[src/rtl/atten_rx_pkg.sv]
package atten_rx_pkg;
    // Frame geometry shared by the receiver modules.
    localparam int FRAME_BITS = 16;
    localparam int BYTE_BITS  = 8;
    localparam int ADDR_BITS  = 3;
    localparam int CODE_BITS  = BYTE_BITS - 1;

    // Outcome of decoding a latched frame.
    typedef enum logic [1:0] {
        DEC_IGNORE = 2'b00,
        DEC_APPLY  = 2'b01,
        DEC_REJECT = 2'b10
    } dec_t;
endpackage

[src/rtl/pin_sync.sv]
// pin_sync: multi-stage synchronizer for WIDTH asynchronous pins, with a
// rising-edge flag per pin. Assumes pins are slow relative to clk.
module pin_sync #(
    parameter int WIDTH  = 3,
    parameter int STAGES = 2
) (
    input  logic             clk,
    input  logic             rst_n,
    input  logic [WIDTH-1:0] pin_i,
    output logic [WIDTH-1:0] lvl_o,
    output logic [WIDTH-1:0] rise_o
);
    for (genvar b = 0; b < WIDTH; b++) begin : g_bit
        logic [STAGES-1:0] chain;
        logic              prev;

        // Shift the pin through the synchronizer chain and keep one older copy.
        always_ff @(posedge clk) begin
            if (!rst_n) begin
                chain <= '0;
                prev  <= 1'b0;
            end else begin
                chain <= {chain[STAGES-2:0], pin_i[b]};
                prev  <= chain[STAGES-1];
            end
        end

        assign lvl_o[b]  = chain[STAGES-1];
        assign rise_o[b] = chain[STAGES-1] & ~prev;
    end
endmodule

[src/rtl/frame_shifter.sv]
// frame_shifter: LSB-first serial-in register. Each shift enters at the top
// and moves the older bits toward bit 0. Assumes shift_i is a one-cycle flag.
module frame_shifter #(
    parameter int FRAME_W = 16
) (
    input  logic               clk,
    input  logic               rst_n,
    input  logic               shift_i,
    input  logic               bit_i,
    output logic [FRAME_W-1:0] frame_o
);
    // Advance the register on each qualified shift flag.
    always_ff @(posedge clk) begin
        if (!rst_n)
            frame_o <= '0;
        else if (shift_i)
            frame_o <= {bit_i, frame_o[FRAME_W-1:1]};
    end
endmodule

[src/rtl/frame_decoder.sv]
// frame_decoder: on a latch strobe, checks the low address bits and the guard
// bit of the attenuation byte, then applies the code or flags an error.
// Assumes frame_i is stable in the strobe cycle.
module frame_decoder
    import atten_rx_pkg::*;
#(
    parameter int BYTE_W = 8,
    parameter int ADR_W  = 3,
    localparam int CODE_W = BYTE_W - 1
) (
    input  logic              clk,
    input  logic              rst_n,
    input  logic              strobe_i,
    input  logic [2*BYTE_W-1:0] frame_i,
    input  logic [ADR_W-1:0]  pins_i,
    output logic              load_o,
    output logic [CODE_W-1:0] code_o,
    output logic              err_o
);
    dec_t verdict;

    // Classify the current frame contents.
    always_comb begin
        if (frame_i[BYTE_W +: ADR_W] != pins_i)
            verdict = DEC_IGNORE;
        else if (frame_i[BYTE_W-1])
            verdict = DEC_REJECT;
        else
            verdict = DEC_APPLY;
    end

    // Register the outcome; the code resets to maximum attenuation.
    always_ff @(posedge clk) begin
        if (!rst_n) begin
            load_o <= 1'b0;
            err_o  <= 1'b0;
            code_o <= '1;
        end else begin
            load_o <= strobe_i && (verdict == DEC_APPLY);
            err_o  <= strobe_i && (verdict == DEC_REJECT);
            if (strobe_i && verdict == DEC_APPLY)
                code_o <= frame_i[CODE_W-1:0];
        end
    end
endmodule

[src/rtl/atten_serial_rx.sv]
// atten_serial_rx: addressable serial attenuation receiver. Synchronizes the
// three serial pins, shifts frames while latch is low and decodes them on the
// latch rising edge. Assumes latch is low while reset is released.
module atten_serial_rx
    import atten_rx_pkg::*;
#(
    parameter int SYNC_STAGES = 2
) (
    input  logic                 clk,
    input  logic                 rst_n,
    input  logic                 sdata_i,
    input  logic                 sclk_i,
    input  logic                 latch_i,
    input  logic [ADDR_BITS-1:0] addr_pins_i,
    output logic                 load_o,
    output logic [CODE_BITS-1:0] atten_o,
    output logic                 err_o
);
    localparam int IDX_DATA  = 0;
    localparam int IDX_SCLK  = 1;
    localparam int IDX_LATCH = 2;

    logic [2:0]            pin_lvl;
    logic [2:0]            pin_rise;
    logic                  shift_en;
    logic                  latch_lvl;
    logic                  latch_rise;
    logic [FRAME_BITS-1:0] frame_q;

    pin_sync #(.WIDTH(3), .STAGES(SYNC_STAGES)) u_sync (
        .clk    (clk),
        .rst_n  (rst_n),
        .pin_i  ({latch_i, sclk_i, sdata_i}),
        .lvl_o  (pin_lvl),
        .rise_o (pin_rise)
    );

    assign latch_lvl  = pin_lvl[IDX_LATCH];
    assign latch_rise = pin_rise[IDX_LATCH];
    assign shift_en   = pin_rise[IDX_SCLK] & ~latch_lvl;

    frame_shifter #(.FRAME_W(FRAME_BITS)) u_shift (
        .clk     (clk),
        .rst_n   (rst_n),
        .shift_i (shift_en),
        .bit_i   (pin_lvl[IDX_DATA]),
        .frame_o (frame_q)
    );

    frame_decoder #(.BYTE_W(BYTE_BITS), .ADR_W(ADDR_BITS)) u_dec (
        .clk      (clk),
        .rst_n    (rst_n),
        .strobe_i (latch_rise),
        .frame_i  (frame_q),
        .pins_i   (addr_pins_i),
        .load_o   (load_o),
        .code_o   (atten_o),
        .err_o    (err_o)
    );
endmodule

[config.mk]
export PLATFORM = sky130hd
export DESIGN_NAME = atten_serial_rx
export DESIGN_NICKNAME = d
export VERILOG_FILES = /design/src/rtl/atten_rx_pkg.sv /design/src/rtl/pin_sync.sv /design/src/rtl/frame_shifter.sv /design/src/rtl/frame_decoder.sv /design/src/rtl/atten_serial_rx.sv
export SDC_FILE = /design/constraint.sdc
export NUM_CORES = 1
export LEC_CHECK = 0
export BUFFER_PORTS_ARGS = -buffer_cell sky130_fd_sc_hd__buf_2
export CORE_ASPECT_RATIO = 1.75
export CORE_MARGIN = 4
export CORE_UTILIZATION = 55
export CTS_CLUSTER_SIZE = 14
export DETAILED_ROUTE_END_ITERATION = 12
export PLACE_DENSITY = 0.87
export SLEW_MARGIN = 20
export SYNTH_ARGS = -nofsm -noshare
export SYNTH_HDL_FRONTEND = slang
export SYNTH_HIERARCHICAL = 1
export SYNTH_SLANG_ARGS = --single-unit
[constraint.sdc]
create_clock -name clk -period 1.5 [get_ports clk]
set_clock_uncertainty 0.1 [all_clocks]
set_input_delay 0.3 -clock clk [delete_from_list [all_inputs] [get_ports clk]]
set_output_delay 0.3 -clock clk [all_outputs]
set_load 0.01 [all_outputs]
==> results.sh, run 1 <==
export IMPL_status="complete, no violations"
export IMPL_cp_max_fo=7
export IMPL_period_share=0.933
export IMPL_start_util=0.591
export IMPL_htreeDepth=2
export IMPL_fp_dieH_um=71.9
export IMPL_overflow=0
export IMPL_finalSetupTns_ns=0
export IMPL_cts_tree="built"
export IMPL_dp_hpwl_um=1280
export IMPL_yosys_warnings=6
export IMPL_p_per_area_nw_per_um2=986
export IMPL_drc_errors=0
export IMPL_syn_to_final_growth_pct=12.4
export IMPL_switchingPower_mw=0.305
export IMPL_grt_pass1_vias=749
export IMPL_fillers=166
export IMPL_numCtsBuffers=5
export IMPL_rows=22
export IMPL_cts_hold_fix_buffers=0
export IMPL_drtIter0Drc=9
export IMPL_hold_viol=0
export IMPL_layout_drive_gt1_share=0.228
export IMPL_critPathSlowestCell="dfxtp_1"
export IMPL_cts_root_buffer="clkbuf_4"
export IMPL_drt_pass1_iter_count=4
export IMPL_ir_worst_vdd_v=0.000751
export IMPL_n_antenna_cell=0
export IMPL_multiInputGateArea_sq_um=578
export IMPL_cp_start_kind="register"
export IMPL_combPwrFrac=0.058
export IMPL_period_needed_ns=1.40
export IMPL_critical_path_max_stage_delay_ns=0.34
export IMPL_leakagePower_nw=0.523
export IMPL_nNetsFinal=143
export IMPL_clkTransAtPathRegs_ns=0.09
export IMPL_worstPathRequired_ns=1.65
export IMPL_clk_path_buf_depth=2
export IMPL_slew_viol_final=0
export IMPL_portBuffers=16
export IMPL_cp_buffers_inverters=1
export IMPL_arrival_ns=1.55
export IMPL_clk_latency_ns=0.32
export IMPL_hold_slack_ns=0.0789
export IMPL_worstSetupEndpointType="register"
export IMPL_synthesis_area_sq_um=1280
export IMPL_cts_sinks=33
export IMPL_cts_setup_buffers=0
export IMPL_wl_per_cell_um=11.1
export IMPL_p_sw_frac=0.214
export IMPL_core_area_sq_um=2170
export IMPL_die_area_sq_um=3200
export IMPL_grt_pass1_wl_um=3060
export IMPL_antenna_found_initial=0
export IMPL_slew_headroom=0.778
export IMPL_antenna_left=0
export IMPL_p_int_mw=1.12
export IMPL_via_count=787
export IMPL_rsz0062_at_grt="false"
export IMPL_syn_nets=121
export IMPL_via_per_inst=4.92
export IMPL_setup_viol=0
export IMPL_criticalPathCategory="reg -> reg"
export IMPL_seqCellArea_sq_um=662
export IMPL_synthCells=113
export IMPL_boundaryPins=17
export IMPL_fin_util=0.664
export IMPL_grt_max_degree=25
export IMPL_fmax_mhz=714
export IMPL_maxCapViolations=0
export IMPL_gp_congestion=0.702
export IMPL_cp_top_family="flip-flops"
export IMPL_wl_um=1770
export IMPL_pwr_share_clk=0.315
export IMPL_seqPwrFrac=0.626
export IMPL_dpl_worst_slack_ns=0.0174
export IMPL_worstMarginPinSlew_ns=0.332
export IMPL_setup_ws_ns=0.0999
export IMPL_crit_chain="xor2_1 > nor4_4 > buf_6 > mux2i_2"
export IMPL_grt_use_total=0.133
export IMPL_hold_path_class="in -> reg"
export IMPL_die_w_um=44.5
export IMPL_avgSynthCellArea_sq_um=11.4
## worst paths after layout
kind                            start                  endpoint  slack (ns)  cells after the start
max               u_shift/frame_o[10]           u_dec/code_o[0]         0.1                      4
min reg2reg  u_sync/g_bit[1].chain[0]  u_sync/g_bit[1].chain[1]        0.34                      1
max reg2reg       u_shift/frame_o[10]           u_dec/code_o[0]         0.1                      4
min                            sclk_i  u_sync/g_bit[1].chain[0]        0.08                      2
## power by group through the flow
stage,clock network (mW),registers (mW),logic [mW]
6_report,0.449,0.892,0.0829
5_1_grt,0.504,0.894,0.0919
4_1_cts,0.467,0.892,0.0824
3_5_place_dp,0,0.912,0.0817
3_3_place_gp,0,0.912,0.0792
2_1_floorplan,0,0.912,0.0607
## worst reg2reg max path: stages, from the launching register on
cell	delay, ns
dfxtp_1	0.34
xor2_1	0.18
nor4_4	0.29
buf_6	0.18
mux2i_2	0.23
## registers in the layout (all words and copies together), names as in the netlist
| name | count |
|---|---|
| u_dec/code_o | 7 |
| u_dec/err_o | 1 |
| u_dec/load_o | 1 |
| u_shift/frame_o | 16 |
| u_sync/g_bit.chain | 6 |
| u_sync/g_bit.prev | 2 |
## per-stage QoR
stage	cell area [sq um]	std cells	total power [mW]
floorplan	1280	113	0.973
global placement	1380	152	0.991
detailed placement	1380	152	0.994
CTS	1430	160	1.44
global route	1440	160	1.49
finish	1440	160	1.42
## cells in the final DEF (no fill, tap or decap), types with 2 or more instances in the layout
cell type	count
nor2b_1	31
dfxtp_1	32
buf_2	16
nor2b_4	2
clkbuf_1	3
mux2i_1	22
buf_4	4
clkbuf_4	5
nor2_1	2
xor2_1	3
and2_1	8
## routing by layer
layer,global-route usage,vias to the layer above,wire (um)
li1,-,405,-
met1,0.131,360,687
met2,0.218,14,938
met3,0.0670,8,102
met4,0.0705,0,41
met5,0,-,0
## cell type report
cell class | count | area share
clock buffer | 8 | 0.0338
tap | 24 | 0.0208
sequential | 33 | 0.458
inverter | 1 | 0.00260
multi-input combinational | 73 | 0.400
timing repair buffer | 21 | 0.0841
## repair_timing
item / CTS / global route
hold endpoints to repair: 0 / 0
setup endpoints to repair: 1 / 7
gates resized for setup: 1 / 4
cloned: 0 / 0
Note: power is estimated with default switching activity, not from simulation.
==> run 2: changes to the inputs <==
- CELL_PAD_IN_SITES_DETAIL_PLACEMENT: unset -> 1
- CELL_PAD_IN_SITES_GLOBAL_PLACEMENT: unset -> 2
- CORE_UTILIZATION: 55 -> 36
- PLACE_DENSITY: 0.87 -> 0.86
- SLEW_MARGIN: 20 -> 0
==> results.sh, run 2 (synthesis gave the netlist of run 1 again) <==
export IMPL_arrival_ns=1.49
export IMPL_finalSetupTns_ns=0
export IMPL_hold_viol=0
export IMPL_fmax_mhz=721
export IMPL_seqPwrFrac=0.548
export IMPL_crit_chain="xor2_1 > nor4_4 > buf_4 > mux2i_1"
export IMPL_critPathSlowestCell="dfxtp_1"
export IMPL_cp_start_kind="register"
export IMPL_p_int_mw=1.30
export IMPL_via_count=808
export IMPL_rrSetupSlack_ns=0.11
export IMPL_maxCapViolations=0
export IMPL_gp_congestion=0.691
export IMPL_slew_viol_final=0
export IMPL_numCtsBuffers=5
export IMPL_wl_per_cell_um=11.3
export IMPL_critical_path_max_stage_delay_ns=0.33
export IMPL_worstPathRequired_ns=1.60
export IMPL_hold_path_end="u_sync/g_bit[0].chain[0]"
export IMPL_syn_to_final_growth_pct=16.7
export IMPL_switchingPower_mw=0.331
export IMPL_die_area_sq_um=4630
export IMPL_via_per_inst=4.46
export IMPL_globalRoute_busiestLayer="met2"
export IMPL_n_antenna_cell=0
export IMPL_core_area_sq_um=3400
export IMPL_cts_root_buffer="clkbuf_8"
export IMPL_criticalPathCategory="reg -> reg"
export IMPL_p_per_area_nw_per_um2=1090
export IMPL_top_regs="u_shift/frame_o: 16 flops, u_dec/code_o: 7 flops, u_sync/g_bit.chain: 6 flops"
export IMPL_status="complete, no violations"
export IMPL_cts_sinks=33
export IMPL_post_cts_resized=0
export IMPL_use_met1=0.111
export IMPL_dpl_worst_slack_ns=0.0368
export IMPL_largest_register="u_shift/frame_o"
export IMPL_start_util=0.378
export IMPL_worstMarginPinSlew_ns=0.300
export IMPL_layout_commonest_cell="dfxtp_1"
export IMPL_period_needed_ns=1.39
export IMPL_reg2reg_to="u_dec/code_o[5]"
export IMPL_grt_max_degree=24
export IMPL_ir_worst_vdd_v=0.000562
export IMPL_largest_reg_flops=16
export IMPL_cts_setup_buffers=0
export IMPL_rsz0062_at_grt="false"
export IMPL_rows=28
export IMPL_combPwrFrac=0.051
export IMPL_antenna_left=0
export IMPL_drtIter0Drc=3
export IMPL_overflow=0
export IMPL_reg2reg_depth=4
export IMPL_cts_hold_fix_buffers=0
export IMPL_grt_pass1_vias=829
export IMPL_leakagePower_nw=0.543
export IMPL_most_common_layout_cells="dfxtp_1, nor2b_1, mux2i_1"
export IMPL_htreeDepth=2
export IMPL_drc_errors=0
export IMPL_p_sw_frac=0.203
export IMPL_boundaryPins=17
export IMPL_antenna_found_initial=0
export IMPL_pwr_share_clk=0.401
export IMPL_grtUsageMet3=0.0463
export IMPL_grt_use_total=0.111
export IMPL_rr_startpoint="u_shift/frame_o[10]"
export IMPL_worstSetupEndpointType="register"
export IMPL_nNetsFinal=144
export IMPL_hp_start="sdata_i"
export IMPL_layout_drive_gt1_share=0.221
export IMPL_clkTransAtPathRegs_ns=0.06
export IMPL_cts_tree="built"
export IMPL_grt_pass1_wl_um=3690
export IMPL_fp_dieH_um=87.0
export IMPL_clk_path_buf_depth=2
export IMPL_met2_usage=0.182
export IMPL_setup_viol=0
export IMPL_setup_ws_ns=0.113
export IMPL_die_w_um=53.2
export IMPL_slew_headroom=0.800
export IMPL_portBuffers=16
export IMPL_wl_um=2040
export IMPL_cp_max_fo=7
export IMPL_min_delay_path_depth=2
export IMPL_hold_path_class="in -> reg"
export IMPL_period_share=0.925
export IMPL_drt_pass1_iter_count=4
export IMPL_clk_latency_ns=0.28
[run 2: area by class of cell]
class                   instances  area (sq um)
well taps                      45          56.3
clock buffers                   7          86.3
fillers                       416          1900
flip-flops and latches         33           661
multi-input cells              73           567
inverters                       1          3.75
repair buffers                 22           125
[run 2: worst max path at each step]
stage / from / end / cells past startpoint
final: u_shift/frame_o[10] / u_dec/code_o[5] / 4
after global routing: u_sync/g_bit[2].chain[1] / u_dec/code_o[5] / 5
after CTS: u_sync/g_bit[2].chain[1] / u_dec/code_o[5] / 5
after detailed placement: addr_pins_i[2] / u_dec/code_o[5] / 5
after global placement: addr_pins_i[2] / u_dec/code_o[2] / 5
after floorplan: addr_pins_i[2] / u_dec/code_o[0] / 3
[run 2: power groups by stage]
stage               clock [mW]  combinational, mW  sequential, mW
finish                   0.653             0.0831           0.892
global route             0.730             0.0918           0.892
CTS                      0.686             0.0853           0.892
detailed placement           0             0.0852           0.911
global placement             0             0.0831           0.911
floorplan                    0             0.0607           0.912
[run 2: critical path: cells and delay by family (launching register included)]
kind	cells	cell delay, ns
flip-flops	1	0.33
AND/OR/NAND/NOR	1	0.27
buffers and inverters	1	0.21
multiplexers	1	0.21
XOR/XNOR	1	0.18
[run 2: routing by layer]
layer  part of all wire  vias to the layer above
met5                  0                        -
met4              0.026                        0
met3              0.036                        6
met2               0.53                       14
met1               0.40                      382
li1                   -                      406
[run 2: per-stage QoR]
step	instances	hold WS (ns)	instance area (sq um)	power [mW]	util
floorplan	113	0.312	1280	0.973	-
global placement	174	0.320	1410	0.994	0.416
detailed placement	174	0.322	1410	0.997	0.416
CTS	181	0.107	1500	1.66	0.441
global route	181	0.112	1500	1.71	0.441
finish	181	0.118	1500	1.63	0.441
==> run 3: changes to the inputs <==
- CORE_UTILIZATION: 36 -> 39
- GPL_TIMING_DRIVEN: unset -> 0
- PLACE_DENSITY: 0.86 -> 0.92
- SLEW_MARGIN: 0 -> unset
- clock period: 1.5 -> 1.8 ns (I/O delays scaled with it)
==> results.sh, run 3 (synthesis gave the netlist of run 1 again) <==
export IMPL_drc_errors=0
export IMPL_grt_max_degree=22
export IMPL_layout_commonest_cell="dfxtp_1"
export IMPL_criticalPathCategory="reg -> reg"
export IMPL_cts_tree="built"
export IMPL_p_int_mw=1.23
export IMPL_cts_sinks=33
export IMPL_leakagePower_nw=0.561
export IMPL_boundaryPins=17
export IMPL_p_per_area_nw_per_um2=979
export IMPL_most_common_layout_cells="dfxtp_1, nor2b_1, mux2i_1"
export IMPL_pwr_share_clk=0.464
export IMPL_start_util=0.405
export IMPL_overflow=0
export IMPL_hold_path_class="in -> reg"
export IMPL_clk_path_buf_depth=2
export IMPL_rows=27
export IMPL_worstPathRequired_ns=1.91
export IMPL_n_antenna_cell=0
export IMPL_wl_um=2170
export IMPL_largest_register="u_shift/frame_o"
export IMPL_via_per_inst=4.42
export IMPL_die_area_sq_um=4310
export IMPL_die_w_um=51.4
export IMPL_place_area_sq_um=1420
export IMPL_fp_dieH_um=83.9
export IMPL_portBuffers=16
export IMPL_top_regs="u_shift/frame_o: 16 flops, u_dec/code_o: 7 flops, u_sync/g_bit.chain: 6 flops"
export IMPL_clk_latency_ns=0.28
export IMPL_via_count=800
export IMPL_setup_viol=0
export IMPL_grt_use_total=0.125
export IMPL_hold_viol=0
export IMPL_clkTransAtPathRegs_ns=0.06
export IMPL_slew_headroom=0.791
export IMPL_combPwrFrac=0.048
export IMPL_fin_area_sq_um=1560
export IMPL_cp_start_kind="register"
export IMPL_numCtsBuffers=5
export IMPL_arrival_ns=1.62
export IMPL_core_area_sq_um=3180
export IMPL_antenna_left=0
export IMPL_cts_hold_fix_buffers=0
export IMPL_gp_congestion=0.673
export IMPL_worstMarginPinSlew_ns=0.312
export IMPL_slew_viol_final=0
export IMPL_rsz0062_at_grt="false"
export IMPL_critPathSlowestCell="dfxtp_1"
export IMPL_dp_hpwl_um=1610
export IMPL_wl_per_cell_um=12.0
export IMPL_cp_max_fo=7
export IMPL_worstSetupEndpointType="register"
export IMPL_htreeDepth=2
export IMPL_drt_pass1_iter_count=4
export IMPL_finalSetupTns_ns=0
export IMPL_fmax_mhz=661
export IMPL_p_sw_frac=0.192
export IMPL_crit_chain="nor2b_1 > nand2b_1 > nor4_4 > buf_12 > mux2i_1"
export IMPL_switchingPower_mw=0.292
export IMPL_layout_drive_gt1_share=0.217
export IMPL_nNetsFinal=145
export IMPL_grt_pass1_vias=851
export IMPL_seqPwrFrac=0.488
export IMPL_syn_to_final_growth_pct=21.0
export IMPL_status="complete, no violations"
export IMPL_cts_root_buffer="clkbuf_8"
export IMPL_drtIter0Drc=6
export IMPL_period_needed_ns=1.51
export IMPL_critical_path_max_stage_delay_ns=0.34
export IMPL_antenna_found_initial=0
export IMPL_fillers=389
export IMPL_ir_worst_vdd_v=0.000753
export IMPL_grt_pass1_wl_um=3910
export IMPL_largest_reg_flops=16
export IMPL_maxCapViolations=0
export IMPL_period_share=0.840
==> run 3: cell count changes in the layout (fill, tap and decap cells not counted) <==
cell,previous run,this run
buf_4,6,2
buf_12,0,2
clkbuf_1,1,3
buf_6,0,1
bufinv_16,0,1
==> run 3: layout make-up <==
type	count	area (sq um)	area share
clock inverter	1	30.0	0.0193
inverter	1	3.75	0.00241
timing repair buffer	17	100	0.0644
tap	43	53.8	0.0346
buffer	6	53.8	0.0346
sequential	33	661	0.425
clock buffer	7	86.3	0.0555
multi-input combinational	73	567	0.364
==> run 3: path summary, 6_finish.rpt <==
| kind | depth (start not counted) | to | slack [ns] | from |
|---|---|---|---|---|
| max | 5 | u_dec/code_o[5] | 0.29 | u_sync/g_bit[2].chain[1] |
| min | 2 | u_sync/g_bit[0].chain[0] | 0.18 | sdata_i |
| max reg2reg | 5 | u_dec/code_o[5] | 0.29 | u_sync/g_bit[2].chain[1] |
| min reg2reg | 1 | u_sync/g_bit[0].chain[1] | 0.34 | u_sync/g_bit[0].chain[0] |
==> run 3: repair_timing <==
item	in CTS	in global routing
setup buffers	0	1
gates resized for setup	0	0
endpoints found under the setup margin	0	7
==> run 3: power groups by stage <==
stage / Combinational (mW) / Clock, mW / Sequential, mW
global route: 0.0802 / 0.775 / 0.743
global placement: 0.0713 / 0 / 0.759
finish: 0.0732 / 0.706 / 0.743
detailed placement: 0.0740 / 0 / 0.760
CTS: 0.0742 / 0.737 / 0.743
floorplan: 0.0506 / 0 / 0.760
==> run 3: through the flow <==
step                      setup WS (ns)  total power, mW  hold WS, ns  cells   util
after global placement           0.0931            0.830        0.314    172  0.447
after floorplan                   0.339            0.810        0.312    113      -
after CTS                         0.107             1.55        0.164    180  0.483
after detailed placement         0.0547            0.834        0.327    172  0.447
after global routing              0.149             1.60        0.172    181  0.490
final                             0.288             1.52        0.177    181  0.490
==> run 3: per-layer routing <==
metal / GRT usage / vias to the layer above / routed length [um]
li1: - / 406 / -
met1: 0.127 / 374 / 830
met2: 0.204 / 13 / 1170
met3: 0.0376 / 7 / 91
met4: 0.100 / 0 / 85
met5: 0 / - / 0
==> run 3: critical path, delay by kind of cell, from the launching register on <==
| family | cells | cell delay (ns) |
|---|---|---|
| buffers and inverters | 1 | 0.17 |
| muxes | 1 | 0.18 |
| DFF | 1 | 0.34 |
| and+or+nand+nor | 3 | 0.65 |
